--- src/rtl/dfe_ctrl_pkg.sv ---
package dfe_ctrl_pkg;

    localparam int HOST_AW  = 7;
    localparam int HOST_DW  = 16;
    localparam int CHSEL_W  = 8;
    localparam int OFFS_W   = 6;
    localparam int CFG_W    = 14;
    localparam int LAST_OFFS = 3;

    localparam logic [HOST_AW-1:0] ADDR_CHSEL = 7'h19;
    localparam logic [HOST_AW-1:0] ADDR_CSR   = 7'h1A;
    localparam logic [HOST_AW-1:0] ADDR_OFFS  = 7'h1B;
    localparam logic [HOST_AW-1:0] ADDR_DATA  = 7'h1C;

    localparam int CSR_TRIG_WR = 0;
    localparam int CSR_TRIG_RD = 1;
    localparam int CSR_BUSY    = 8;
    localparam int CSR_ERR     = 9;

    // Packed order fixes the eq_cfg field layout, MSB first.
    typedef struct packed {
        logic       power;
        logic       adapt;
        logic [3:0] tap1;
        logic       t2_pos;
        logic [2:0] tap2;
        logic       t3_pos;
        logic [2:0] tap3;
    } eq_bank_t;

    typedef enum logic [1:0] {
        OP_NONE  = 2'd0,
        OP_WRITE = 2'd1,
        OP_READ  = 2'd2
    } xfer_op_t;

    typedef struct packed {
        xfer_op_t             op;
        logic [CHSEL_W-1:0]   ch;
        logic [OFFS_W-1:0]    offs;
        logic [HOST_DW-1:0]   wdata;
    } xfer_req_t;

    localparam eq_bank_t BANK_RESET = '{power: 1'b1, default: '0};

    function automatic logic [HOST_DW-1:0] bank_read(eq_bank_t b,
                                                      logic [OFFS_W-1:0] o);
        logic [HOST_DW-1:0] v;
        v = '0;
        case (o)
            6'd0: v[1:0] = {b.power, b.adapt};
            6'd1: v[3:0] = b.tap1;
            6'd2: v[3:0] = {b.t2_pos, b.tap2};
            6'd3: v[3:0] = {b.t3_pos, b.tap3};
            default: v = '0;
        endcase
        return v;
    endfunction

    function automatic eq_bank_t bank_write(eq_bank_t b,
                                            logic [OFFS_W-1:0] o,
                                            logic [3:0] d);
        eq_bank_t n;
        n = b;
        case (o)
            6'd0: begin
                n.power = d[1];
                n.adapt = d[0];
            end
            6'd1: n.tap1 = d;
            6'd2: begin
                n.t2_pos = d[3];
                n.tap2   = d[2:0];
            end
            6'd3: begin
                n.t3_pos = d[3];
                n.tap3   = d[2:0];
            end
            default: n = b;
        endcase
        return n;
    endfunction

endpackage

--- src/rtl/dfe_host_regs.sv ---
module dfe_host_regs
    import dfe_ctrl_pkg::*;
(
    input  logic                 clk,
    input  logic                 rst,
    input  logic [HOST_AW-1:0]   host_addr,
    input  logic                 host_wr,
    input  logic                 host_rd,
    input  logic [HOST_DW-1:0]   host_wdata,
    input  logic                 busy,
    input  logic                 err,
    input  logic                 rd_done,
    input  logic [HOST_DW-1:0]   rd_word,
    output logic [HOST_DW-1:0]   host_rdata,
    output logic [CHSEL_W-1:0]   chsel,
    output logic [OFFS_W-1:0]    offs,
    output logic [HOST_DW-1:0]   data_reg,
    output logic                 trig_wr,
    output logic                 trig_rd
);

    logic csr_hit;

    assign csr_hit = host_wr && (host_addr == ADDR_CSR);
    assign trig_wr = csr_hit && host_wdata[CSR_TRIG_WR];
    assign trig_rd = csr_hit && host_wdata[CSR_TRIG_RD];

    always_ff @(posedge clk) begin
        if (rst) begin
            chsel    <= '0;
            offs     <= '0;
            data_reg <= '0;
        end else begin
            if (host_wr && host_addr == ADDR_CHSEL)
                chsel <= host_wdata[CHSEL_W-1:0];
            if (host_wr && host_addr == ADDR_OFFS)
                offs <= host_wdata[OFFS_W-1:0];
            // A completing read takes precedence over a host data write.
            if (rd_done)
                data_reg <= rd_word;
            else if (host_wr && host_addr == ADDR_DATA)
                data_reg <= host_wdata;
        end
    end

    always_comb begin
        host_rdata = '0;
        if (host_rd) begin
            case (host_addr)
                ADDR_CHSEL: host_rdata[CHSEL_W-1:0] = chsel;
                ADDR_CSR: begin
                    host_rdata[CSR_BUSY] = busy;
                    host_rdata[CSR_ERR]  = err;
                end
                ADDR_OFFS:  host_rdata[OFFS_W-1:0] = offs;
                ADDR_DATA:  host_rdata = data_reg;
                default:    host_rdata = '0;
            endcase
        end
    end

endmodule

--- src/rtl/dfe_xfer_seq.sv ---
module dfe_xfer_seq
    import dfe_ctrl_pkg::*;
#(
    parameter int NUM_CH  = 4,
    parameter int LATENCY = 4
) (
    input  logic                 clk,
    input  logic                 rst,
    input  logic                 trig_wr,
    input  logic                 trig_rd,
    input  logic [CHSEL_W-1:0]   chsel,
    input  logic [OFFS_W-1:0]    offs,
    input  logic [HOST_DW-1:0]   data_reg,
    output logic                 busy,
    output logic                 err,
    output xfer_req_t            req
);

    localparam int CNT_W = $clog2(LATENCY + 1);
    localparam logic [CNT_W-1:0]   CNT_LOAD = CNT_W'(LATENCY - 1);
    localparam logic [CHSEL_W-1:0] CH_LIMIT = CHSEL_W'(NUM_CH);
    localparam logic [OFFS_W-1:0]  OFFS_MAX = OFFS_W'(LAST_OFFS);

    logic [CNT_W-1:0] cnt;
    xfer_req_t        held;
    logic             any_trig;
    logic             target_ok;

    assign any_trig  = trig_wr || trig_rd;
    assign target_ok = (chsel < CH_LIMIT) && (offs <= OFFS_MAX);

    always_ff @(posedge clk) begin
        if (rst) begin
            busy <= 1'b0;
            err  <= 1'b0;
            cnt  <= '0;
            held <= '0;
        end else if (busy) begin
            if (cnt == '0)
                busy <= 1'b0;
            else
                cnt <= cnt - 1'b1;
        end else if (any_trig) begin
            if (target_ok) begin
                busy       <= 1'b1;
                err        <= 1'b0;
                cnt        <= CNT_LOAD;
                held.op    <= trig_wr ? OP_WRITE : OP_READ;
                held.ch    <= chsel;
                held.offs  <= offs;
                held.wdata <= data_reg;
            end else begin
                err <= 1'b1;
            end
        end
    end

    // The request is presented in the last busy cycle and is taken at the
    // edge where busy falls.
    always_comb begin
        req = held;
        if (!(busy && cnt == '0))
            req.op = OP_NONE;
    end

endmodule

--- src/rtl/dfe_tap_bank.sv ---
module dfe_tap_bank
    import dfe_ctrl_pkg::*;
#(
    parameter int NUM_CH = 4
) (
    input  logic                     clk,
    input  logic                     rst,
    input  xfer_req_t                req,
    output logic [HOST_DW-1:0]       rd_word,
    output logic [NUM_CH*CFG_W-1:0]  eq_cfg
);

    eq_bank_t bank [NUM_CH];

    for (genvar g = 0; g < NUM_CH; g++) begin : g_ch
        localparam logic [CHSEL_W-1:0] MY_CH = CHSEL_W'(g);

        always_ff @(posedge clk) begin
            if (rst)
                bank[g] <= BANK_RESET;
            else if (req.op == OP_WRITE && req.ch == MY_CH)
                bank[g] <= bank_write(bank[g], req.offs, req.wdata[3:0]);
        end

        assign eq_cfg[g*CFG_W +: CFG_W] = bank[g];
    end

    always_comb begin
        rd_word = '0;
        for (int c = 0; c < NUM_CH; c++) begin
            if (req.ch == CHSEL_W'(c))
                rd_word = bank_read(bank[c], req.offs);
        end
    end

endmodule

--- src/rtl/dfe_indirect_ctrl.sv ---
module dfe_indirect_ctrl
    import dfe_ctrl_pkg::*;
#(
    parameter int NUM_CH  = 4,
    parameter int LATENCY = 4
) (
    input  logic                     clk,
    input  logic                     rst,
    input  logic [6:0]               host_addr,
    input  logic                     host_wr,
    input  logic                     host_rd,
    input  logic [15:0]              host_wdata,
    output logic [15:0]              host_rdata,
    output logic [NUM_CH*14-1:0]     eq_cfg
);

    logic [CHSEL_W-1:0] chsel;
    logic [OFFS_W-1:0]  offs;
    logic [HOST_DW-1:0] data_reg;
    logic [HOST_DW-1:0] rd_word;
    logic               trig_wr;
    logic               trig_rd;
    logic               busy_w;
    logic               err_w;
    xfer_req_t          req;

    dfe_host_regs u_regs (
        .clk        (clk),
        .rst        (rst),
        .host_addr  (host_addr),
        .host_wr    (host_wr),
        .host_rd    (host_rd),
        .host_wdata (host_wdata),
        .busy       (busy_w),
        .err        (err_w),
        .rd_done    (req.op == OP_READ),
        .rd_word    (rd_word),
        .host_rdata (host_rdata),
        .chsel      (chsel),
        .offs       (offs),
        .data_reg   (data_reg),
        .trig_wr    (trig_wr),
        .trig_rd    (trig_rd)
    );

    dfe_xfer_seq #(
        .NUM_CH  (NUM_CH),
        .LATENCY (LATENCY)
    ) u_seq (
        .clk      (clk),
        .rst      (rst),
        .trig_wr  (trig_wr),
        .trig_rd  (trig_rd),
        .chsel    (chsel),
        .offs     (offs),
        .data_reg (data_reg),
        .busy     (busy_w),
        .err      (err_w),
        .req      (req)
    );

    dfe_tap_bank #(
        .NUM_CH (NUM_CH)
    ) u_bank (
        .clk     (clk),
        .rst     (rst),
        .req     (req),
        .rd_word (rd_word),
        .eq_cfg  (eq_cfg)
    );

endmodule

--- config.mk ---
export PLATFORM = sky130hd
export DESIGN_NAME = dfe_indirect_ctrl
export DESIGN_NICKNAME = d
export VERILOG_FILES = /design/src/rtl/dfe_ctrl_pkg.sv /design/src/rtl/dfe_host_regs.sv /design/src/rtl/dfe_xfer_seq.sv /design/src/rtl/dfe_tap_bank.sv /design/src/rtl/dfe_indirect_ctrl.sv
export SDC_FILE = /design/constraint.sdc
export NUM_CORES = 1
export LEC_CHECK = 0
export BUFFER_PORTS_ARGS = -buffer_cell sky130_fd_sc_hd__buf_2
export CAP_MARGIN = 5
export CORE_MARGIN = 3
export CORE_UTILIZATION = 35
export DETAILED_ROUTE_END_ITERATION = 10
export MAX_ROUTING_LAYER = met4
export PLACE_DENSITY_LB_ADDON = 0.2
export REMOVE_ABC_BUFFERS = 1
export SYNTH_ARGS = -nofsm -noshare
export SYNTH_HDL_FRONTEND = slang
export SYNTH_SLANG_ARGS = --single-unit
--- constraint.sdc ---
create_clock -name clk -period 4.4 [get_ports clk]
set_input_delay 0.44 -clock clk [delete_from_list [all_inputs] [get_ports clk]]
set_output_delay 0.44 -clock clk [all_outputs]
set_load 0.01 [all_outputs]
==> metrics.txt <==
Total Die Area=approximately 0.016 mm^2; fraction of synthesized cell area taken by the top area cell type=0.3380; ratio of routed vias to standard cells=5.507; count of non-filler cells in the finished layout=740; Post-synth EDFFs=56; setup repair after global routing missed its margin=no; nature of the critical path startpoint=input pin; final setup vio count=0; Iteration-0 DRC Markers=366; highest ir drop seen on vdd=194.8 uV; clock root buffer=clkbuf_16; Final Slew Violations=0; remaining max-slew budget at the tightest pin=0.4346; Post-Place Cells=about 720; Cells after Synth=between 400 and 500; largest area contributor in the synthesized netlist=edfxtp_1; post-synthesis instance area=about 0.0050 mm^2; setup skew after layout=about 0.0042 ns; reported leakage power=~0.0022 uW; final net count=slightly below 600; Internal Dissipation=about 1600 uW; Post-Route Setup TNS=0 ns; number of buffers on the longest clock path=2; clock tree from TritonCTS=done; vias in the first global route=between 3000 and 4000; number of search-and-repair iterations in the first detailed-routing pass=5; WL final=approximately 14 mm; number of different library cells in the post-synthesis netlist=between 50 and 60; count of endpoints failing hold in the final timing report=0; Pwr per Cell Area=between 300 and 400 mW/mm^2; area growth from synthesis to final layout=18.64%; HPWL after detailed placement=10.03 mm; vias=between 4000 and 5000; sequential fraction of the synthesis area=0.5594; floorplan die width=~130 um; Synth async-reset ratio=0; worst setup path startpoint=host_addr[3]; number of nets with antenna violations after routing=0; number of antenna violations at the first check in global routing=1; clock buffers created by TritonCTS=9; share of post-route cells with drive strength above 1=0.2433; required time at the endpoint of the critical path=~4.0 ns; FF-to-FF Start=u_seq.req[16]$_SDFFE_PP0P_; worst endpoint data arrival time=around 2.3 ns; Least-Margin Pin Slew=0.8409 ns; most used flip-flop cell after synthesis=edfxtp_1; kind of end point of the critical path=primary output; CTS clock-pin slew for the worst setup and hold paths=0.06 ns; ranking of synthesized cells by area=edfxtp_1 (34%), dfxtp_1 (22%), nand2_1 (4.8%), a21oi_1 (3.8%), mux2i_1 (3.2%); TritonCTS Sinks=about 110; Die Height=125.2 um; number of input and output port buffers inserted=slightly below 100; Gates resized, CTS repair=0; source of the worst hold timing path=host_wdata[8]; Max-Cap Viols=0; global router's overall resource usage=0.1809; first-pass GRT wire length=between 20 and 25 mm; synth warn=0; post-synthesis sequential element count=between 100 and 150; total congestion overflow=0; number of setup buffers added after CTS=0; insertion delay of the later-clocked pin in the worst-skew pair=between 0.3 and 0.4 ns; pin count of the biggest net entering global routing=48; cell area after placement=0.005619 mm^2; detailed-route wire length per cell=about 19 um; hold buffers post-CTS=0; outcome=complete, no violations; final design instance area without fill=approximately 0.0059 mm^2; Clk network pwr share=0.393; Initial Utilization=0.3669; critical setup path kind=in2out; standard-cell row count=42; Sequential Power Share=0.560; area of the core=0.01356 mm^2; Tcrit/Tclk final=0.6309; switching share of power=0.2101; number of primary I/O pins=99; top achievable clock speed=between 300 and 400 MHz; max FFs per register=56; sw power=417.6 uW; HP Class=in2reg; CTS HTree Levels=3; average cell area after synthesis=~11 um^2; last weighted congestion value of the routability-driven placer=between 0.8 and 0.9; largest fanout of any net on the critical path=17; residual DRC count=0; Final min period=about 2.8 ns; Logic pwr share=0.047
-- cell usage after synthesis, types with 3 or more instances --
library cell and n:
nand4_1 5, nor4_1 6, nand2_1 64, nand3b_1 3
and2_1 20, mux2i_1 16, a21oi_1 38, dfxtp_1 55
edfxtp_1 56, buf_2 6, mux2_2 7, nand3_1 21
and3_1 20, nand2b_1 4, mux4_2 3, nor2_1 24
nor3_1 4, a31oi_1 3, a22oi_1 13, a21o_1 6
clkbuf_1 23, or3_1 3, nor2b_1 9, o21ai_0 7
o21bai_1 10, inv_1 8
-- path summary, 6_finish.rpt --
kind              cells past startpoint                              end  slack [ns]
setup / recovery                      6                    host_rdata[3]        1.62
hold / removal                        3  u_regs.data_reg[8]$_SDFFE_PP0P_        0.34
setup reg to reg                      6  u_regs.data_reg[1]$_SDFFE_PP0P_        2.04
hold reg to reg                       2  u_regs.data_reg[6]$_SDFFE_PP0P_        0.45
-- layout make-up --
type	count	area, um^2
fillers	1332	7656
flip-flops and latches	111	2783
multi-input cells	323	2043
repair buffers	105	543.0
clock buffers	10	229.0
well taps	176	220.2
clock inverters	6	51.30
inverters	8	30.03
diodes	1	2.502
-- worst max-delay path, stage by stage --
cell and delay (ns):
buf_2 0.12, and4bb_2 0.25, and3_1 0.38, o31ai_1 0.81, a21oi_1 0.13, buf_2 0.19
-- cells by family (layout without fill, tap and decap cells) --
logic type,after synthesis,in the layout,synth area share
AO/OA/AOI/OAI,100,100,0.1330
adder cells (fa/ha/maj),2,2,0.005029
buffers and inverters,39,129,0.03244
flip-flops,111,111,0.5594
multiplexers,26,26,0.06162
other,0,1,0
AND/OR/NAND/NOR,195,195,0.2085
-- per-stage QoR --
stage	hold WS [ns]	util	total power, uW	worst slack, ns
2_1_floorplan	0.4274	-	1171	1.664
3_3_place_gp	0.4340	0.4145	1229	1.719
3_5_place_dp	0.4453	0.4145	1231	1.590
4_1_cts	0.3198	0.4351	2010	1.596
5_1_grt	0.3350	0.4353	2062	1.457
6_report	0.3360	0.4353	1988	1.624
-- layer usage --
metal  GRT usage  wire (um)
met1      0.2488       6306
met2      0.2648       6430
met3     0.03241        957
met4     0.07462        282
met5           -          0
-- cells in the final DEF, fill, tap and decap left out, drive strengths merged, types with 8 or more instances in the layout --
| cell type | instances |
|---|---|
| a22oi | 13 |
| o21bai | 10 |
| buf | 105 |
| and2 | 21 |
| edfxtp | 56 |
| nor2b | 9 |
| nand2 | 64 |
| nand3 | 21 |
| and3 | 20 |
| nor2 | 24 |
| mux2i | 16 |
| clkbuf | 10 |
| nor4 | 8 |
| inv | 8 |
| dfxtp | 55 |
| a21oi | 38 |
-- power by group through the flow --
stage / clock [uW] / sequential [uW] / combinational [uW]
final: 781 / 1110 / 93.4
after global placement: 0 / 1140 / 92.3
after global routing: 845 / 1120 / 101
after floorplan: 0 / 1140 / 27.5
after CTS: 801 / 1110 / 94.9
after detailed placement: 0 / 1140 / 94.4
(Power assumes the default switching activity.)
